## config.mk

```make
export PLATFORM = sky130hd
export DESIGN_NAME = irq_entry_seq
export DESIGN_NICKNAME = d
export VERILOG_FILES = /design/src/rtl/irq_entry_pkg.sv /design/src/rtl/irq_req_bank.sv /design/src/rtl/irq_pick.sv /design/src/rtl/irq_entry_seq.sv
export SDC_FILE = /design/constraint.sdc
export NUM_CORES = 1
export LEC_CHECK = 0
export ABC_CLOCK_PERIOD_IN_PS = 3200
export BUFFER_PORTS_ARGS = -buffer_cell sky130_fd_sc_hd__buf_2
export CORE_ASPECT_RATIO = 1.2
export CORE_UTILIZATION = 25
export CTS_BUF_LIST = sky130_fd_sc_hd__clkbuf_8
export DETAILED_ROUTE_END_ITERATION = 10
export HOLD_SLACK_MARGIN = 0.03
export PLACE_DENSITY = 0.51
export SLEW_MARGIN = 0
export SYNTH_ARGS = -nofsm -noshare
export SYNTH_HDL_FRONTEND = slang
export SYNTH_HIERARCHICAL = 1
export SYNTH_SLANG_ARGS = --single-unit
```

## constraint.sdc

```tcl
create_clock -name clk -period 3.2 [get_ports clk]
set_clock_uncertainty 0.05 [all_clocks]
set_input_delay 0.32 -clock clk [delete_from_list [all_inputs] [get_ports clk]]
set_output_delay 0.32 -clock clk [all_outputs]
set_load 0.01 [all_outputs]
```

## src/rtl/irq_entry_pkg.sv

```systemverilog
package irq_entry_pkg;

  typedef enum logic [1:0] {
    K_RESET = 2'd0,
    K_BREAK = 2'd1,
    K_MASK  = 2'd2
  } req_kind_e;

  typedef enum logic [3:0] {
    S_IDLE, S_DMY1, S_DMY2, S_PUSH_H, S_PUSH_L, S_PUSH_S,
    S_VEC_L, S_VEC_H, S_FIN
  } seq_state_e;

  // distance below the top vector slot
  function automatic int vec_offset(req_kind_e k, int idx);
    case (k)
      K_RESET: return 0;
      K_BREAK: return 2;
      default: return 4 + 2 * idx;
    endcase
  endfunction

endpackage

```

## src/rtl/irq_req_bank.sv

```systemverilog
module irq_req_bank #(
  parameter int NUM_SRC = 4
) (
  input  logic               clk,
  input  logic               rst,
  input  logic [NUM_SRC-1:0] evt,
  input  logic               en_we,
  input  logic [NUM_SRC-1:0] en_wdata,
  input  logic [NUM_SRC-1:0] clr_mask,
  output logic [NUM_SRC-1:0] req,
  output logic [NUM_SRC-1:0] en
);
  for (genvar g = 0; g < NUM_SRC; g++) begin : g_src
    always_ff @(posedge clk) begin
      if (rst) begin
        req[g] <= 1'b0;
        en[g]  <= 1'b0;
      end else begin
        // a fresh event outranks the clear of the serviced bit
        req[g] <= (req[g] & ~clr_mask[g]) | evt[g];
        if (en_we) en[g] <= en_wdata[g];
      end
    end
  end
endmodule

```

## src/rtl/irq_pick.sv

```systemverilog
module irq_pick
  import irq_entry_pkg::*;
#(
  parameter int NUM_SRC = 4,
  localparam int IW = (NUM_SRC > 1) ? $clog2(NUM_SRC) : 1
) (
  input  logic               idle,
  input  logic               boundary,
  input  logic               rst_pend,
  input  logic               brk_pend,
  input  logic               iflag,
  input  logic [NUM_SRC-1:0] req,
  input  logic [NUM_SRC-1:0] en,
  output logic               take,
  output req_kind_e          kind,
  output logic [IW-1:0]      idx
);
  logic [NUM_SRC-1:0] ready;
  logic               any_ready;

  assign ready     = req & en & {NUM_SRC{~iflag}};
  assign any_ready = |ready;

  always_comb begin
    idx = '0;
    for (int i = NUM_SRC - 1; i >= 0; i--) begin
      if (ready[i]) idx = IW'(i);
    end
  end

  always_comb begin
    take = 1'b0;
    kind = K_MASK;
    if (idle) begin
      if (rst_pend) begin
        take = 1'b1;
        kind = K_RESET;
      end else if (boundary && brk_pend) begin
        take = 1'b1;
        kind = K_BREAK;
      end else if (boundary && any_ready) begin
        take = 1'b1;
        kind = K_MASK;
      end
    end
  end
endmodule

```

## src/rtl/irq_entry_seq.sv

```systemverilog
module irq_entry_seq
  import irq_entry_pkg::*;
#(
  parameter int          NUM_SRC    = 4,
  parameter logic [15:0] VEC_TOP    = 16'hFFFE,
  parameter logic [7:0]  STACK_PAGE = 8'h01
) (
  input  logic               clk,
  input  logic               rst,
  input  logic [NUM_SRC-1:0] src_evt,
  input  logic               en_we,
  input  logic [NUM_SRC-1:0] en_wdata,
  input  logic               iflag_we,
  input  logic               iflag_wdata,
  input  logic               insn_start,
  input  logic               brk_strobe,
  input  logic [15:0]        pc_in,
  input  logic [7:0]         ps_in,
  input  logic [7:0]         sp_in,
  input  logic [7:0]         bus_rdata,
  output logic [15:0]        bus_addr,
  output logic               bus_wr,
  output logic               bus_rd,
  output logic [7:0]         bus_wdata,
  output logic               busy,
  output logic               iflag,
  output logic [15:0]        pc_out,
  output logic               pc_load,
  output logic [7:0]         sp_out,
  output logic               sp_load
);
  localparam int IW = (NUM_SRC > 1) ? $clog2(NUM_SRC) : 1;

  seq_state_e         state;
  req_kind_e          kind_r;
  req_kind_e          pick_kind;
  logic [IW-1:0]      pick_idx;
  logic               take;
  logic               rst_pend, brk_pend;
  logic [NUM_SRC-1:0] req, en, clr_mask;
  logic [15:0]        vec_r, pc_r, pick_vec;
  logic [7:0]         ps_r, sp_r, lo_r;

  assign busy     = (state != S_IDLE);
  assign pick_vec = VEC_TOP - 16'(vec_offset(pick_kind, int'(pick_idx)));

  always_comb begin
    clr_mask = '0;
    if (take && pick_kind == K_MASK) clr_mask[pick_idx] = 1'b1;
  end

  irq_req_bank #(.NUM_SRC(NUM_SRC)) u_bank (
    .clk(clk), .rst(rst), .evt(src_evt), .en_we(en_we), .en_wdata(en_wdata),
    .clr_mask(clr_mask), .req(req), .en(en)
  );

  irq_pick #(.NUM_SRC(NUM_SRC)) u_pick (
    .idle(state == S_IDLE), .boundary(insn_start), .rst_pend(rst_pend),
    .brk_pend(brk_pend), .iflag(iflag), .req(req), .en(en),
    .take(take), .kind(pick_kind), .idx(pick_idx)
  );

  always_ff @(posedge clk) begin
    if (rst) begin
      state     <= S_IDLE;
      kind_r    <= K_RESET;
      rst_pend  <= 1'b1;
      brk_pend  <= 1'b0;
      iflag     <= 1'b1;
      bus_addr  <= '0;
      bus_wr    <= 1'b0;
      bus_rd    <= 1'b0;
      bus_wdata <= '0;
      pc_out    <= '0;
      pc_load   <= 1'b0;
      sp_out    <= '0;
      sp_load   <= 1'b0;
      vec_r     <= '0;
      pc_r      <= '0;
      ps_r      <= '0;
      sp_r      <= '0;
      lo_r      <= '0;
    end else begin
      bus_wr  <= 1'b0;
      bus_rd  <= 1'b0;
      pc_load <= 1'b0;
      sp_load <= 1'b0;
      if (brk_strobe) brk_pend <= 1'b1;
      unique case (state)
        S_IDLE: begin
          if (iflag_we) iflag <= iflag_wdata;
          if (take) begin
            state  <= S_DMY1;
            iflag  <= 1'b1;
            kind_r <= pick_kind;
            vec_r  <= pick_vec;
            pc_r   <= pc_in;
            ps_r   <= ps_in;
            sp_r   <= sp_in;
            if (pick_kind == K_RESET) rst_pend <= 1'b0;
            if (pick_kind == K_BREAK) brk_pend <= 1'b0;
          end
        end
        S_DMY1: state <= S_DMY2;
        S_DMY2: begin
          if (kind_r == K_RESET) begin
            state    <= S_VEC_L;
            bus_rd   <= 1'b1;
            bus_addr <= vec_r;
          end else begin
            state     <= S_PUSH_H;
            bus_wr    <= 1'b1;
            bus_addr  <= {STACK_PAGE, sp_r};
            bus_wdata <= pc_r[15:8];
            sp_r      <= sp_r - 8'd1;
          end
        end
        S_PUSH_H: begin
          state     <= S_PUSH_L;
          bus_wr    <= 1'b1;
          bus_addr  <= {STACK_PAGE, sp_r};
          bus_wdata <= pc_r[7:0];
          sp_r      <= sp_r - 8'd1;
        end
        S_PUSH_L: begin
          state     <= S_PUSH_S;
          bus_wr    <= 1'b1;
          bus_addr  <= {STACK_PAGE, sp_r};
          bus_wdata <= ps_r;
          sp_r      <= sp_r - 8'd1;
        end
        S_PUSH_S: begin
          state    <= S_VEC_L;
          bus_rd   <= 1'b1;
          bus_addr <= vec_r;
        end
        S_VEC_L: begin
          state    <= S_VEC_H;
          bus_rd   <= 1'b1;
          bus_addr <= vec_r + 16'd1;
        end
        S_VEC_H: begin
          state <= S_FIN;
          lo_r  <= bus_rdata;
        end
        S_FIN: begin
          state   <= S_IDLE;
          pc_out  <= {bus_rdata, lo_r};
          pc_load <= 1'b1;
          sp_out  <= sp_r;
          sp_load <= (kind_r != K_RESET);
        end
        default: state <= S_IDLE;
      endcase
    end
  end
endmodule

```

==> results.yml <==
status:
  status: "completed"
power:
  peakVddDrop_uv: 354.4
  power_density_nw_per_um2: 916.1
  p_leak_nw: 2.173
grt:
  grt_pass1_vias: 3829
  track_usage_pct: 13.77
  grt_overflow_total: 0
  antenna_found_initial: 0
  grt_pass1_wl_um: 20580
  grt_max_degree: 51
clocking:
  clock_latency_ns: 0.38
  path_clk_slew_ns: 0.10
  cts_buffers: 9
  post-cts-setup-buffers: 0
  h-tree-depth: 3
  clockBufferDepth: 2
  tritoncts: "yes"
  hold_buffers: 0
  cts-root-buf: "clkbuf_8"
  clock_sinks: 107
  cts.repair.resized: 0
synthesis:
  async_flop_share_pct: 0
  ys_types: 57
  synth_nets: 617
  synth-main-ff-cell: "dfxtp_1"
  synthMuxAreaShare_pct: 2.515
  synthAdderAreaFrac_pct: 0.2704
  synthSimpleGateAreaFrac_pct: 21.39
  synth_compound_area_share_pct: 22.90
  synth_top_family_by_area: "compound AO/OA/AOI/OAI gates"
  synth_edf_count: 0
  synth_area_leaders: "dfxtp_1 46%, nand2_1 11%, a21oi_1 8.8%"
  avgSynthCellArea_um2: 8.248
  synth_top_area_share_pct: 46.30
  synth_xor_area_share_pct: 0.1893
  postSynthCellCount: 561
  synth_largest_area_cell: "dfxtp_1"
  synth_area_um2: 4627
  ys_seq_area_share_pct: 46.30
  yosysWarnings: 6
  ys_ff_latch: 107
finish:
  ff_latch_area_um2: 2142
  final_nets: 703
  fillers: 2026
  mostFrequentLayoutCells: "135 x nand2_1, 107 x dfxtp_1, 107 x buf_2, 81 x a21oi_1, 33 x nor2_1"
  multiInputGateArea_um2: 2187
  area_growth_pct: 18.44
  diodes: 0
  drive_gt1_share_pct: 22.55
  mostFrequentLayoutCell: "nand2_1"
  fin_util_pct: 30.15
floorplan:
  rows: 54
  initial_core_util_pct: 25.46
  die_x_um: 126.2
  io_pins: 109
  die_area_um2: 19060
  die_y_um: 151.0
  core_area_um2: 18170
timing:
  fin_ws_ns: 0.6467
  finalSetupTns_ns: 0
  hold_viol: 0
  whs_ns: 0.1145
  slew_headroom_pct: 38.85
  fmax_mhz: 391.7
  fin_crit_sh_pct: 79.79
  slew_viol_final: 0
  final.min_clock_period_ns: 2.553
  rsz0062_at_grt: "false"
  tightest_slew_ns: 0.9151
  setup_viol: 0
detailed_routing:
  vias: 4099
  drtAntennaViolNets: 0
  drc: 0
  wl_per_cell_um: 14.53
  drtIter0Drc: 201
  dr.pass1.iters: 4
  routed_wl_um: 12730
  vias_per_cell: 4.679
hold_path:
  hold_depth: 3
  hold_class: "input pin to register"
critical_path:
  endpoint_kind: "register"
  worstPathRequired_ns: 3.42
  critPathArrivalTime_ns: 2.78
  crit_chain: "nor4_2, nand2_1, a311o_1, nand2_1, o21ba_2, a22o_1, o21ai_1, a32o_1"
  worstSetupPathType: "register to register"
  cp_slowest_stage_delay_ns: 0.55
  cp_slowest_cell: "nor4_2"
  r2r_cells: 8
  cp_max_fo: 8
  critPathLaunchType: "register"
  crit_top_cell: "nand2_1"
placement:
  dp_hpwl_um: 9036
  place_ws_ns: 0.6561
  gp_congestion: 0.7405
  port_buffers: 108
run:
  timing.max_cap.violations: 0
## registers in the layout, indices dropped and copies added, names as in the netlist, 4 cells and up
| register | count |
|---|---|
| pc_r | 16 |
| ps_r | 8 |
| lo_r | 8 |
| vec_r | 4 |
| sp_r | 8 |
| u_bank/req | 4 |
| state | 4 |
| bus_addr | 10 |
| bus_wdata | 8 |
| pc_out | 16 |
| u_bank/en | 4 |
| sp_out | 8 |
## worst max-delay path, delay by kind of cell, from the launching register on
kind,cells,cell delay (ns)
AO/OA/AOI/OAI,5,1.20
AND/OR/NAND/NOR,3,0.88
flip-flops,1,0.33
## cell families (layout without fill, tap and decap cells)
logic type | Yosys count | count (layout)
AOI/OAI and AO/OA | 166 | 166
and+or+nand+nor | 219 | 219
DFF | 107 | 107
muxes | 11 | 11
xor gates and xnor gates | 1 | 1
buffers and inverters | 56 | 147
adders and majority gates | 1 | 1
## layer usage
| metal | share of wire (%) | track usage (%) | vias up |
|---|---|---|---|
| met4 | 1.3 | 4.398 | 0 |
| met2 | 48 | 22.71 | 80 |
| met1 | 48 | 18.05 | 1895 |
| met3 | 3.2 | 2.720 | 15 |
| met5 | 0 | 0 | - |
| li1 | - | - | 2109 |
## metrics by stage
stage          area (µm²)  power (mW)  instances
2_1_floorplan        4627       3.660        561
3_5_place_dp         5276       4.205        860
4_1_cts              5480       5.084        876
5_1_grt              5480       5.450        876
3_3_place_gp         5276       4.191        860
6_report             5480       5.020        876
## power by group
group | switching, mW | leakage (nW) | internal [mW]
clock | 0.463 | 0.110 | 0.401
sequential | 0.251 | 0.874 | 1.68
combinational | 1.36 | 1.19 | 0.863
total | 2.08 | 2.17 | 2.94
## cells in the mapped netlist, drive strengths merged (9+ instances only)
cell type  instances
o21ai             17
nand2            135
clkbuf            15
inv               12
nor3              11
a22oi             10
nor2              33
a211oi            22
dfxtp            107
a22o               9
a21oi             83
buf               28
## cell type report
| class | count | area share [%] |
|---|---|---|
| clock buffer | 11 | 2.763 |
| multi-input combinational | 398 | 39.91 |
| inverter | 13 | 0.8904 |
| timing repair buffer | 118 | 11.28 |
| clock inverter | 5 | 0.9589 |
| tap | 224 | 5.114 |
| sequential | 107 | 39.09 |
## worst paths after layout
check             from         to  slack [ns]
max           state[3]    sp_r[7]        0.65
min           pc_in[2]    pc_r[2]        0.11
max reg2reg   state[3]    sp_r[7]        0.65
min reg2reg  sp_out[5]  sp_out[5]        0.40
No activity file was read; power rests on OpenSTA's default activity.
